**config.mk**
```make
export PLATFORM = sky130hd
export DESIGN_NAME = vram_fill_engine
export DESIGN_NICKNAME = d
export VERILOG_FILES = /design/src/rtl/fill_pkg.sv /design/src/rtl/fill_pkt_capture.sv /design/src/rtl/fill_addr_walker.sv /design/src/rtl/vram_fill_engine.sv
export SDC_FILE = /design/constraint.sdc
export NUM_CORES = 1
export LEC_CHECK = 0
export ABC_AREA = 1
export CELL_PAD_IN_SITES_DETAIL_PLACEMENT = 0
export CELL_PAD_IN_SITES_GLOBAL_PLACEMENT = 1
export CORE_MARGIN = 2
export CORE_UTILIZATION = 41
export CTS_CLUSTER_SIZE = 28
export DETAILED_ROUTE_END_ITERATION = 8
export GPL_TIMING_DRIVEN = 0
export HOLD_SLACK_MARGIN = 0.03
export PLACE_DENSITY = 0.76
export SYNTH_ARGS = -nofsm -noshare
export SYNTH_HDL_FRONTEND = slang
export SYNTH_HIERARCHICAL = 1
export SYNTH_SLANG_ARGS = --single-unit
export TNS_END_PERCENT = 100
```
**constraint.sdc**
```tcl
create_clock -name clk -period 2.55 [get_ports clk]
set_input_delay 0.51 -clock clk [delete_from_list [all_inputs] [get_ports clk]]
set_output_delay 0.51 -clock clk [all_outputs]
set_load 0.1 [all_outputs]
```
**src/rtl/fill_pkg.sv**
```systemverilog
package fill_pkg;

    localparam logic [7:0] FILL_OPCODE = 8'h02;
    localparam int         CMD_W       = 32;
    localparam int         FIELD_W     = 16;
    localparam int         PIX_W       = 16;
    localparam int         CH_IN_W     = 8;
    localparam int         CH_OUT_W    = 5;
    localparam int         N_CH        = 3;

    typedef enum logic [1:0] {
        CAP_HEAD   = 2'd0,
        CAP_CORNER = 2'd1,
        CAP_SIZE   = 2'd2
    } cap_state_e;

    // Place the packed channel fields in a halfword, top bit cleared.
    function automatic logic [PIX_W-1:0] to_halfword(input logic [N_CH*CH_OUT_W-1:0] chans);
        return {{(PIX_W - N_CH*CH_OUT_W){1'b0}}, chans};
    endfunction

endpackage

```
**src/rtl/fill_pkt_capture.sv**
```systemverilog
module fill_pkt_capture
    import fill_pkg::*;
#(
    parameter int X_BITS    = 10,
    parameter int Y_BITS    = 9,
    parameter int GRAN_LOG2 = 4,
    localparam int XG_BITS  = X_BITS - GRAN_LOG2
) (
    input  logic                 clk,
    input  logic                 rst_n,
    input  logic                 cmd_valid,
    input  logic [CMD_W-1:0]     cmd_data,
    input  logic                 engine_busy,
    output logic                 cmd_ready,
    output logic                 launch,
    output logic [PIX_W-1:0]     color_o,
    output logic [XG_BITS-1:0]   x_gran_o,
    output logic [Y_BITS-1:0]    y_o,
    output logic [FIELD_W-1:0]   width_o,
    output logic [FIELD_W-1:0]   height_o
);

    typedef struct packed {
        cap_state_e           st;
        logic [PIX_W-1:0]     color;
        logic [XG_BITS-1:0]   xg;
        logic [Y_BITS-1:0]    y;
    } cap_t;

    cap_t cap_d, cap_q;

    logic                        accept;
    logic [N_CH*CH_OUT_W-1:0]    chan_msbs;

    // Keep the top bits of each 8-bit channel, red lowest.
    for (genvar ch = 0; ch < N_CH; ch++) begin : g_chan
        assign chan_msbs[ch*CH_OUT_W +: CH_OUT_W] =
            cmd_data[ch*CH_IN_W + CH_IN_W - 1 -: CH_OUT_W];
    end

    assign cmd_ready = !engine_busy;
    assign accept    = cmd_valid && cmd_ready;
    assign launch    = accept && (cap_q.st == CAP_SIZE);

    always_comb begin
        cap_d = cap_q;
        unique case (cap_q.st)
            CAP_HEAD: begin
                if (accept && cmd_data[CMD_W-1 -: 8] == FILL_OPCODE) begin
                    cap_d.color = to_halfword(chan_msbs);
                    cap_d.st    = CAP_CORNER;
                end
            end
            CAP_CORNER: begin
                if (accept) begin
                    cap_d.xg = cmd_data[X_BITS-1:GRAN_LOG2];
                    cap_d.y  = cmd_data[FIELD_W +: Y_BITS];
                    cap_d.st = CAP_SIZE;
                end
            end
            CAP_SIZE: begin
                if (accept) begin
                    cap_d.st = CAP_HEAD;
                end
            end
            default: cap_d.st = CAP_HEAD;
        endcase
    end

    always_ff @(posedge clk) begin
        if (!rst_n) begin
            cap_q <= '{st: CAP_HEAD, default: '0};
        end else begin
            cap_q <= cap_d;
        end
    end

    assign color_o  = cap_q.color;
    assign x_gran_o = cap_q.xg;
    assign y_o      = cap_q.y;
    assign width_o  = cmd_data[FIELD_W-1:0];
    assign height_o = cmd_data[CMD_W-1:FIELD_W];

    AST_LAUNCH_WHEN_IDLE: assert property (@(posedge clk) disable iff (!rst_n)
        launch |-> !engine_busy) else $error("launch while busy");

endmodule

```
**src/rtl/fill_addr_walker.sv**
```systemverilog
module fill_addr_walker
    import fill_pkg::*;
#(
    parameter int X_BITS    = 10,
    parameter int Y_BITS    = 9,
    parameter int GRAN_LOG2 = 4,
    localparam int XG_BITS  = X_BITS - GRAN_LOG2,
    localparam int GRAN     = 1 << GRAN_LOG2
) (
    input  logic                       clk,
    input  logic                       rst_n,
    input  logic                       launch,
    input  logic [PIX_W-1:0]           color,
    input  logic [XG_BITS-1:0]         x_gran,
    input  logic [Y_BITS-1:0]          y_start,
    input  logic [FIELD_W-1:0]         width,
    input  logic [FIELD_W-1:0]         height,
    input  logic                       mem_ready,
    output logic [X_BITS+Y_BITS-1:0]   mem_addr,
    output logic [PIX_W-1:0]           mem_wdata,
    output logic                       mem_we,
    output logic                       busy,
    output logic                       done
);

    typedef struct packed {
        logic                 active;
        logic                 done;
        logic [PIX_W-1:0]     color;
        logic [X_BITS-1:0]    x_base;
        logic [X_BITS-1:0]    x;
        logic [Y_BITS-1:0]    y;
        logic [FIELD_W-1:0]   col;
        logic [FIELD_W-1:0]   last_col;
        logic [FIELD_W-1:0]   row;
        logic [FIELD_W-1:0]   last_row;
    } walk_t;

    walk_t wk_d, wk_q;

    logic [FIELD_W-1:0] last_col_w;
    logic [X_BITS-1:0]  x_aligned;
    logic               empty_pkt;
    logic               fire;

    // Last column index of a span rounded up to whole granules.
    assign last_col_w = (width - FIELD_W'(1)) | FIELD_W'(GRAN - 1);
    assign x_aligned  = {x_gran, {GRAN_LOG2{1'b0}}};
    assign empty_pkt  = (width == '0) || (height == '0);
    assign fire       = wk_q.active && mem_ready;

    always_comb begin
        wk_d      = wk_q;
        wk_d.done = 1'b0;
        if (launch) begin
            wk_d.color    = color;
            wk_d.x_base   = x_aligned;
            wk_d.x        = x_aligned;
            wk_d.y        = y_start;
            wk_d.col      = '0;
            wk_d.row      = '0;
            wk_d.last_col = last_col_w;
            wk_d.last_row = height - FIELD_W'(1);
            wk_d.active   = !empty_pkt;
            wk_d.done     = empty_pkt;
        end else if (fire) begin
            if (wk_q.col == wk_q.last_col) begin
                wk_d.col = '0;
                wk_d.x   = wk_q.x_base;
                wk_d.y   = wk_q.y + Y_BITS'(1);
                if (wk_q.row == wk_q.last_row) begin
                    wk_d.active = 1'b0;
                    wk_d.done   = 1'b1;
                end else begin
                    wk_d.row = wk_q.row + FIELD_W'(1);
                end
            end else begin
                wk_d.col = wk_q.col + FIELD_W'(1);
                wk_d.x   = wk_q.x + X_BITS'(1);
            end
        end
    end

    always_ff @(posedge clk) begin
        if (!rst_n) begin
            wk_q <= '0;
        end else begin
            wk_q <= wk_d;
        end
    end

    assign mem_addr  = {wk_q.y, wk_q.x};
    assign mem_wdata = wk_q.color;
    assign mem_we    = wk_q.active;
    assign busy      = wk_q.active;
    assign done      = wk_q.done;

    AST_STALL_HOLDS: assert property (@(posedge clk) disable iff (!rst_n)
        (mem_we && !mem_ready) |=> (mem_we && $stable(mem_addr) && $stable(mem_wdata)))
        else $error("write changed during stall");

    AST_DONE_ONE_CYCLE: assert property (@(posedge clk) disable iff (!rst_n)
        done |=> !done) else $error("done wider than one cycle");

    AST_DONE_WITHOUT_WRITE: assert property (@(posedge clk) disable iff (!rst_n)
        done |-> !mem_we) else $error("write during done");

    AST_FIRST_WRITE_ALIGNED: assert property (@(posedge clk) disable iff (!rst_n)
        $rose(mem_we) |-> (mem_addr[GRAN_LOG2-1:0] == '0))
        else $error("first write not on granule");

endmodule

```
**src/rtl/vram_fill_engine.sv**
```systemverilog
module vram_fill_engine
    import fill_pkg::*;
#(
    parameter int X_BITS    = 10,
    parameter int Y_BITS    = 9,
    parameter int GRAN_LOG2 = 4,
    localparam int XG_BITS  = X_BITS - GRAN_LOG2,
    localparam int ADDR_W   = X_BITS + Y_BITS
) (
    input  logic              clk,
    input  logic              rst_n,
    input  logic              cmd_valid,
    input  logic [31:0]       cmd_data,
    output logic              cmd_ready,
    output logic [ADDR_W-1:0] mem_addr,
    output logic [15:0]       mem_wdata,
    output logic              mem_we,
    input  logic              mem_ready,
    output logic              busy,
    output logic              done
);

    logic                 launch;
    logic [PIX_W-1:0]     pkt_color;
    logic [XG_BITS-1:0]   pkt_xg;
    logic [Y_BITS-1:0]    pkt_y;
    logic [FIELD_W-1:0]   pkt_w;
    logic [FIELD_W-1:0]   pkt_h;

    fill_pkt_capture #(
        .X_BITS    (X_BITS),
        .Y_BITS    (Y_BITS),
        .GRAN_LOG2 (GRAN_LOG2)
    ) i_capture (
        .clk         (clk),
        .rst_n       (rst_n),
        .cmd_valid   (cmd_valid),
        .cmd_data    (cmd_data),
        .engine_busy (busy),
        .cmd_ready   (cmd_ready),
        .launch      (launch),
        .color_o     (pkt_color),
        .x_gran_o    (pkt_xg),
        .y_o         (pkt_y),
        .width_o     (pkt_w),
        .height_o    (pkt_h)
    );

    fill_addr_walker #(
        .X_BITS    (X_BITS),
        .Y_BITS    (Y_BITS),
        .GRAN_LOG2 (GRAN_LOG2)
    ) i_walker (
        .clk       (clk),
        .rst_n     (rst_n),
        .launch    (launch),
        .color     (pkt_color),
        .x_gran    (pkt_xg),
        .y_start   (pkt_y),
        .width     (pkt_w),
        .height    (pkt_h),
        .mem_ready (mem_ready),
        .mem_addr  (mem_addr),
        .mem_wdata (mem_wdata),
        .mem_we    (mem_we),
        .busy      (busy),
        .done      (done)
    );

    AST_TOP_BIT_CLEAR: assert property (@(posedge clk) disable iff (!rst_n)
        mem_we |-> !mem_wdata[15]) else $error("bit 15 set on write");

endmodule

```
**Word level (Yosys, flattened, before mapping)**

Cells that the tools add are included.

- Register bits after elaboration: 138
- Logic and storage cells: 64

- $add $sub $neg: 6
- Eq/ne operators: 8
- Multiplexer cells: 13
- Bitwise gates (word level): 2
- Reduce and logical (&&, ||, !) cells: 20

Operators by type and width:

| cell | count |
|---|---|
| 35-bit 2-to-1 mux | 2 |
| 16-bit by 1-bit adder with 16-bit output (second input constant) | 2 |
| 16-bit equality test | 2 |
| 16-bit logical NOT | 2 |
| 16-bit by 1-bit subtractor with 16-bit output (second input constant) | 2 |
| 18-bit 2-to-1 mux | 1 |
| 16-bit 2-to-1 mux | 1 |
| 2-bit 2-to-1 mux | 6 |
| 10-bit by 1-bit adder with 10-bit output (second input constant) | 1 |
| 10-bit 2-to-1 mux | 1 |
| 9-bit by 1-bit adder with 9-bit output (second input constant) | 1 |
| 9-bit 2-to-1 mux | 1 |
| 3-bit AND reduction | 3 |
| 8-bit by 2-bit equality test with 1-bit output (second input constant) | 1 |
| 2-bit by 1-bit != test with 1-bit output (second input constant) | 3 |
| 2-bit one-hot mux with 3 select lines | 1 |
| 2-bit AND reduction | 3 |
| 2-bit nonzero test | 3 |
| 1-bit logical AND | 4 |
| 2-bit by 1-bit equality test with 1-bit output (second input constant) | 1 |
| 2-bit equality test (second input constant) | 1 |
| 1-bit logical NOT | 2 |
| 2-bit logical NOT | 1 |
| 1-bit inverter | 2 |
| other kinds (2) | 2 |

**Longest topological paths before layout**

Gate-level depths: netlist of the first run.

- Word-level depth: 5
- Depth in mapped cells: 12
- Gate-level depth less buffers: 12

**Modules after synthesis**

The synthesis of the first run kept the hierarchy.

Modules (own cells, without submodules):

| module | times used | cells an instance | area an instance (um2) | seq. area each (um2) |
|---|---|---|---|---|
| fill_addr_walker | 1 | 993 | 6296.0 | 2082.0 |
| fill_pkt_capture | 1 | 253 | 1790.5 | 640.6 |

**Worst setup path before layout of the first run**

OpenSTA, ideal clock, no wires.

- Path kind: reg-to-reg
- Start point: register i_walker.wk_q, in the netlist i_walker/busy
- End point: register i_walker/wk_q[13] in the netlist's numbering
- Arrival: 2.695 ns
- Path slack: -0.261 ns
- Stages on the path, launching flop included: 10
- Clock period less this slack: 2.811 ns
- Cell sequence: dfxtp_1 -> inv_2 -> nand2_2 -> nor3_1 -> inv_1 -> clkbuf_1 -> clkbuf_1 -> a21oi_1 -> o21ai_0 -> inv_1

- Longest elaborated chain between the ends: 3

Ends and longest elaborated chain:

| what | RTL line | text |
|---|---|---|
| from (decl) | fill_addr_walker.sv:39 | `walk_t wk_d, wk_q;` |
| from (signal assigned) | fill_addr_walker.sv:88 | `wk_q <= wk_d;` |
| 1-bit logical NOT | fill_pkt_capture.sv:41 | `assign cmd_ready = !engine_busy;` |
| via cmd_ready | vram_fill_engine.sv:14 | `output logic cmd_ready,` |
| 1-bit logical AND | fill_pkt_capture.sv:42 | `assign accept = cmd_valid && cmd_ready;` |
| 1-bit logical AND | fill_pkt_capture.sv:43 | `assign launch = accept && (cap_q.st == CAP_SIZE);` |
| via launch | vram_fill_engine.sv:23 | `logic launch;` |

The timed path passes the listed nets, and every way through them passes these cells.
A chain may end at the register's enable or synchronous reset.

**Final worst setup path of the first run**

- Start point: register i_walker.wk_q, in the netlist i_walker/mem_wdata[6]
- End point: output port mem_wdata[6]

RTL lines:

| what | RTL line | text |
|---|---|---|
| to (decl) | vram_fill_engine.sv:16 | `output logic [15:0] mem_wdata,` |

No word-level cell between the ends.

==> results of run 1 <==
-- metal layers --
| layer | vias up | wire [um] | GRT usage |
|---|---|---|---|
| met5 | - | 0 | 0 |
| met4 | 0 | 97 | 0.0516 |
| met3 | 8 | 911 | 0.0437 |
| met2 | 141 | 9930 | 0.346 |
| met1 | 3300 | 11000 | 0.301 |
| li1 | 3980 | - | - |
-- sequential cells by signal, indices dropped and copies added (netlist names) --
register            flops
i_walker/done           1
i_walker/mem_addr      19
i_capture/cap_q         2
i_capture/x_gran_o      6
i_capture/y_o           9
i_walker/wk_q          67
i_walker/mem_wdata     16
i_capture/color_o      15
i_walker/busy           1
-- synthesized netlist by cell type, types with 4 or more instances --
cell type / n / area share
inv_1: 155 / 0.072
o22ai_1: 6 / 0.0046
xor2_1: 24 / 0.026
o211ai_1: 7 / 0.0065
a31oi_1: 9 / 0.0070
dfxtp_1: 136 / 0.34
nor3_1: 17 / 0.011
o21ai_0: 75 / 0.046
nor2_1: 182 / 0.084
nand4_1: 25 / 0.019
nand2_1: 293 / 0.14
nor2_2: 11 / 0.0085
a21oi_1: 54 / 0.033
buf_6: 4 / 0.0056
nand2_2: 7 / 0.0054
o21ai_1: 4 / 0.0025
clkbuf_1: 23 / 0.011
buf_4: 101 / 0.094
buf_2: 5 / 0.0031
inv_2: 15 / 0.0070
nand3_1: 52 / 0.032
ha_1: 5 / 0.0077
-- cell usage in the layout (no fill, tap or decap), types with 25 or more instances in the layout --
| cell type | netlist | routed |
|---|---|---|
| nand2_1 | 293 | 293 |
| nor2_1 | 182 | 181 |
| inv_1 | 155 | 155 |
| dfxtp_1 | 136 | 135 |
| buf_4 | 101 | 101 |
| o21ai_0 | 75 | 75 |
| a21oi_1 | 54 | 54 |
| nand3_1 | 52 | 52 |
| clkdlybuf4s50_1 | 0 | 46 |
| nand4_1 | 25 | 25 |
-- kinds of logic (layout without fill, tap and decap cells) --
kind of cell | Yosys count | in the layout | synth area share
AO/OA/AOI/OAI | 162 | 162 | 0.108
flip-flops | 136 | 136 | 0.337
other | 1 | 1 | 0.000464
AND/OR/NAND/NOR | 609 | 609 | 0.325
XOR/XNOR | 27 | 27 | 0.0292
buffers and inverters | 306 | 406 | 0.193
adder cells (fa/ha/maj) | 5 | 5 | 0.00774
-- metrics by stage --
| step | instances | TNS (ns) | util | hold slack [ns] | area, um2 |
|---|---|---|---|---|---|
| finish | 1611 | 0 | 0.499 | 0.423 | 9680 |
| global route | 1611 | 0 | 0.499 | 0.423 | 9680 |
| floorplan | 1246 | 0 | - | 0.446 | 8090 |
| detailed placement | 1581 | -50.44 | 0.470 | 0.464 | 9120 |
| CTS | 1611 | 0 | 0.497 | 0.396 | 9650 |
| global placement | 1581 | -51.87 | 0.470 | 0.459 | 9120 |
-- report_power, final --
part           switching (mW)  internal [mW]  total, mW
registers            0.000628           2.13       2.13
logic                   0.132          0.105      0.237
clock network            1.01           1.34       2.35
total                    1.14           3.57       4.71
-- worst register-to-register path, delay by kind of cell (launching register included) --
kind	cells	cell delay (ns)
compound gates	2	0.24
simple gates	3	0.60
flops	1	0.35
buf+inv	4	0.85
-- how the worst max path moves through the flow --
stage / startpoint / end / depth (start not counted)
final: i_walker/mem_wdata[6] / mem_wdata[6] / 2
after global routing: i_walker/mem_wdata[13] / mem_wdata[13] / 2
after global placement: cmd_valid / i_walker/wk_q[46] / 7
after CTS: cmd_valid / i_walker/mem_addr[18] / 9
after floorplan: i_walker/busy / i_walker/wk_q[11] / 7
after detailed placement: cmd_valid / i_walker/wk_q[46] / 7
-- timing repair --
item	in CTS	in global routing
gates cloned	0	0
hold buffers	0	0
gates resized for setup	19	12
endpoints found under the hold margin	0	0
setup endpoints to repair	92	47
-- area by class of cell --
| type | count | area (um2) | area share |
|---|---|---|---|
| Sequential cell | 136 | 2720 | 0.281 |
| Multi-Input combinational cell | 804 | 3810 | 0.394 |
| Clock inverter | 14 | 126 | 0.0131 |
| Clock buffer | 17 | 425 | 0.0440 |
| Buffer | 135 | 925 | 0.0956 |
| Tap cell | 265 | 332 | 0.0343 |
| Timing Repair Buffer | 70 | 693 | 0.0716 |
| Inverter | 170 | 638 | 0.0659 |
==> metrics, run 1 <==
status complete, no violations; Slew Viols, Final 0; Post-synth EDFFs 0; Avg Inst Size Synth 6.49 um2; Max stage delay on crit path 1.12 ns; pre-CTS setup slack -0.829 ns; starting density of the core 0.417; core area 19400 um2; Setup Buffers After CTS 0; Final min period 2.49 ns; nets@finish 1375; gr usage total 0.217; grt total ovfl 0; sequential fraction of the synthesis area 0.337; # IOs 75; DP Wirelength 16.9 mm; Crit path max-delay family buffers and inverters; crit path max fanout 2; critical path startpoint category flip-flop; Max IR drop VDD 0.423 mV; Max-slew headroom 0.346; Main synth FF type dfxtp_1; std cell rows 51; DR iter-0 viols 475; final setup fails 0; syn nets 1287; first-pass GRT wire length 35.0 mm; final WL 21.9 mm; fmax 402 MHz; CP max stage cell clkdlybuf4s50_1; Die Y 144 um; final clock skew 0.0140 ns; Sink Count 136; vias in the first global route 6810; unrepaired setup endpoints after global routing false; Longest Clk Path Bufs 2; n_diodes 0; Distinct cells, synth 41; Hold Path Stages 3; Async SR Flop Fraction 0; kind of end point of the critical path output pin; die area 20900 um2; Clock transition at path regs 0.06 ns; Critical Path RT 2.04 ns; HP Start cmd_data[10]; synth warn 6; reg-to-reg startpoint i_walker/busy; number of remaining DRC errors 0; arrival time worst endpoint 1.98 ns; PwrDens 487 nW/um2; Via Count 7429; CP Buf/Inv Count 2; Hold Crit Endpoint i_walker/wk_q[42]; leakage 4.49 nW; 1st-pass router iterations 5; # port buffers 70; CTS root buf clkbuf_16; post-route ant nets 0; Synth Register Bits 136; Hold Fails Final Rpt 0; Worst R2R Setup Slack 0.46 ns; Final period util 0.975; critical path class reg -> out; Hold WC Path Type in -> reg; worst skew pair latency 0.42 ns; maxcap violations 0; CTS tree built; share of layout cells above drive strength 1 0.145; htree depth 4; Worst Tran Pin Value 0.979 ns; Avg WL per Cell 13.6 um; Cell Area, Synth 8090 um2; Via density 4.61; Num CTS Buffers 17; Die Wd 144 um; crit path cell chain buf_4 > clkdlybuf4s50_1; Final WS setup 0.0630 ns; Overall Power 4.71 mW; Post-Synthesis Cells 1246; Crit Reg-Reg Endpoint i_walker/mem_addr[7]; Fillers 2053; initial antenna violation count 0; GPL Wtd Cong 0.830; worst r2r path cells 9; area added between synthesis and finish 19.7%; largest net degree at the start of global routing 20
No activity file was read; power rests on OpenSTA's default activity.
==> run 2, diff against run 1 <==
--- a/config.mk
+++ b/config.mk
@@ -6,6 +6,7 @@
 export NUM_CORES = 1
 export LEC_CHECK = 0
 export ABC_AREA = 1
+export CAP_MARGIN = 20
 export CELL_PAD_IN_SITES_DETAIL_PLACEMENT = 0
 export CELL_PAD_IN_SITES_GLOBAL_PLACEMENT = 1
 export CORE_MARGIN = 2
==> results of run 2 <==
The final DEF is identical to that of run 1; final timing and power are the same.
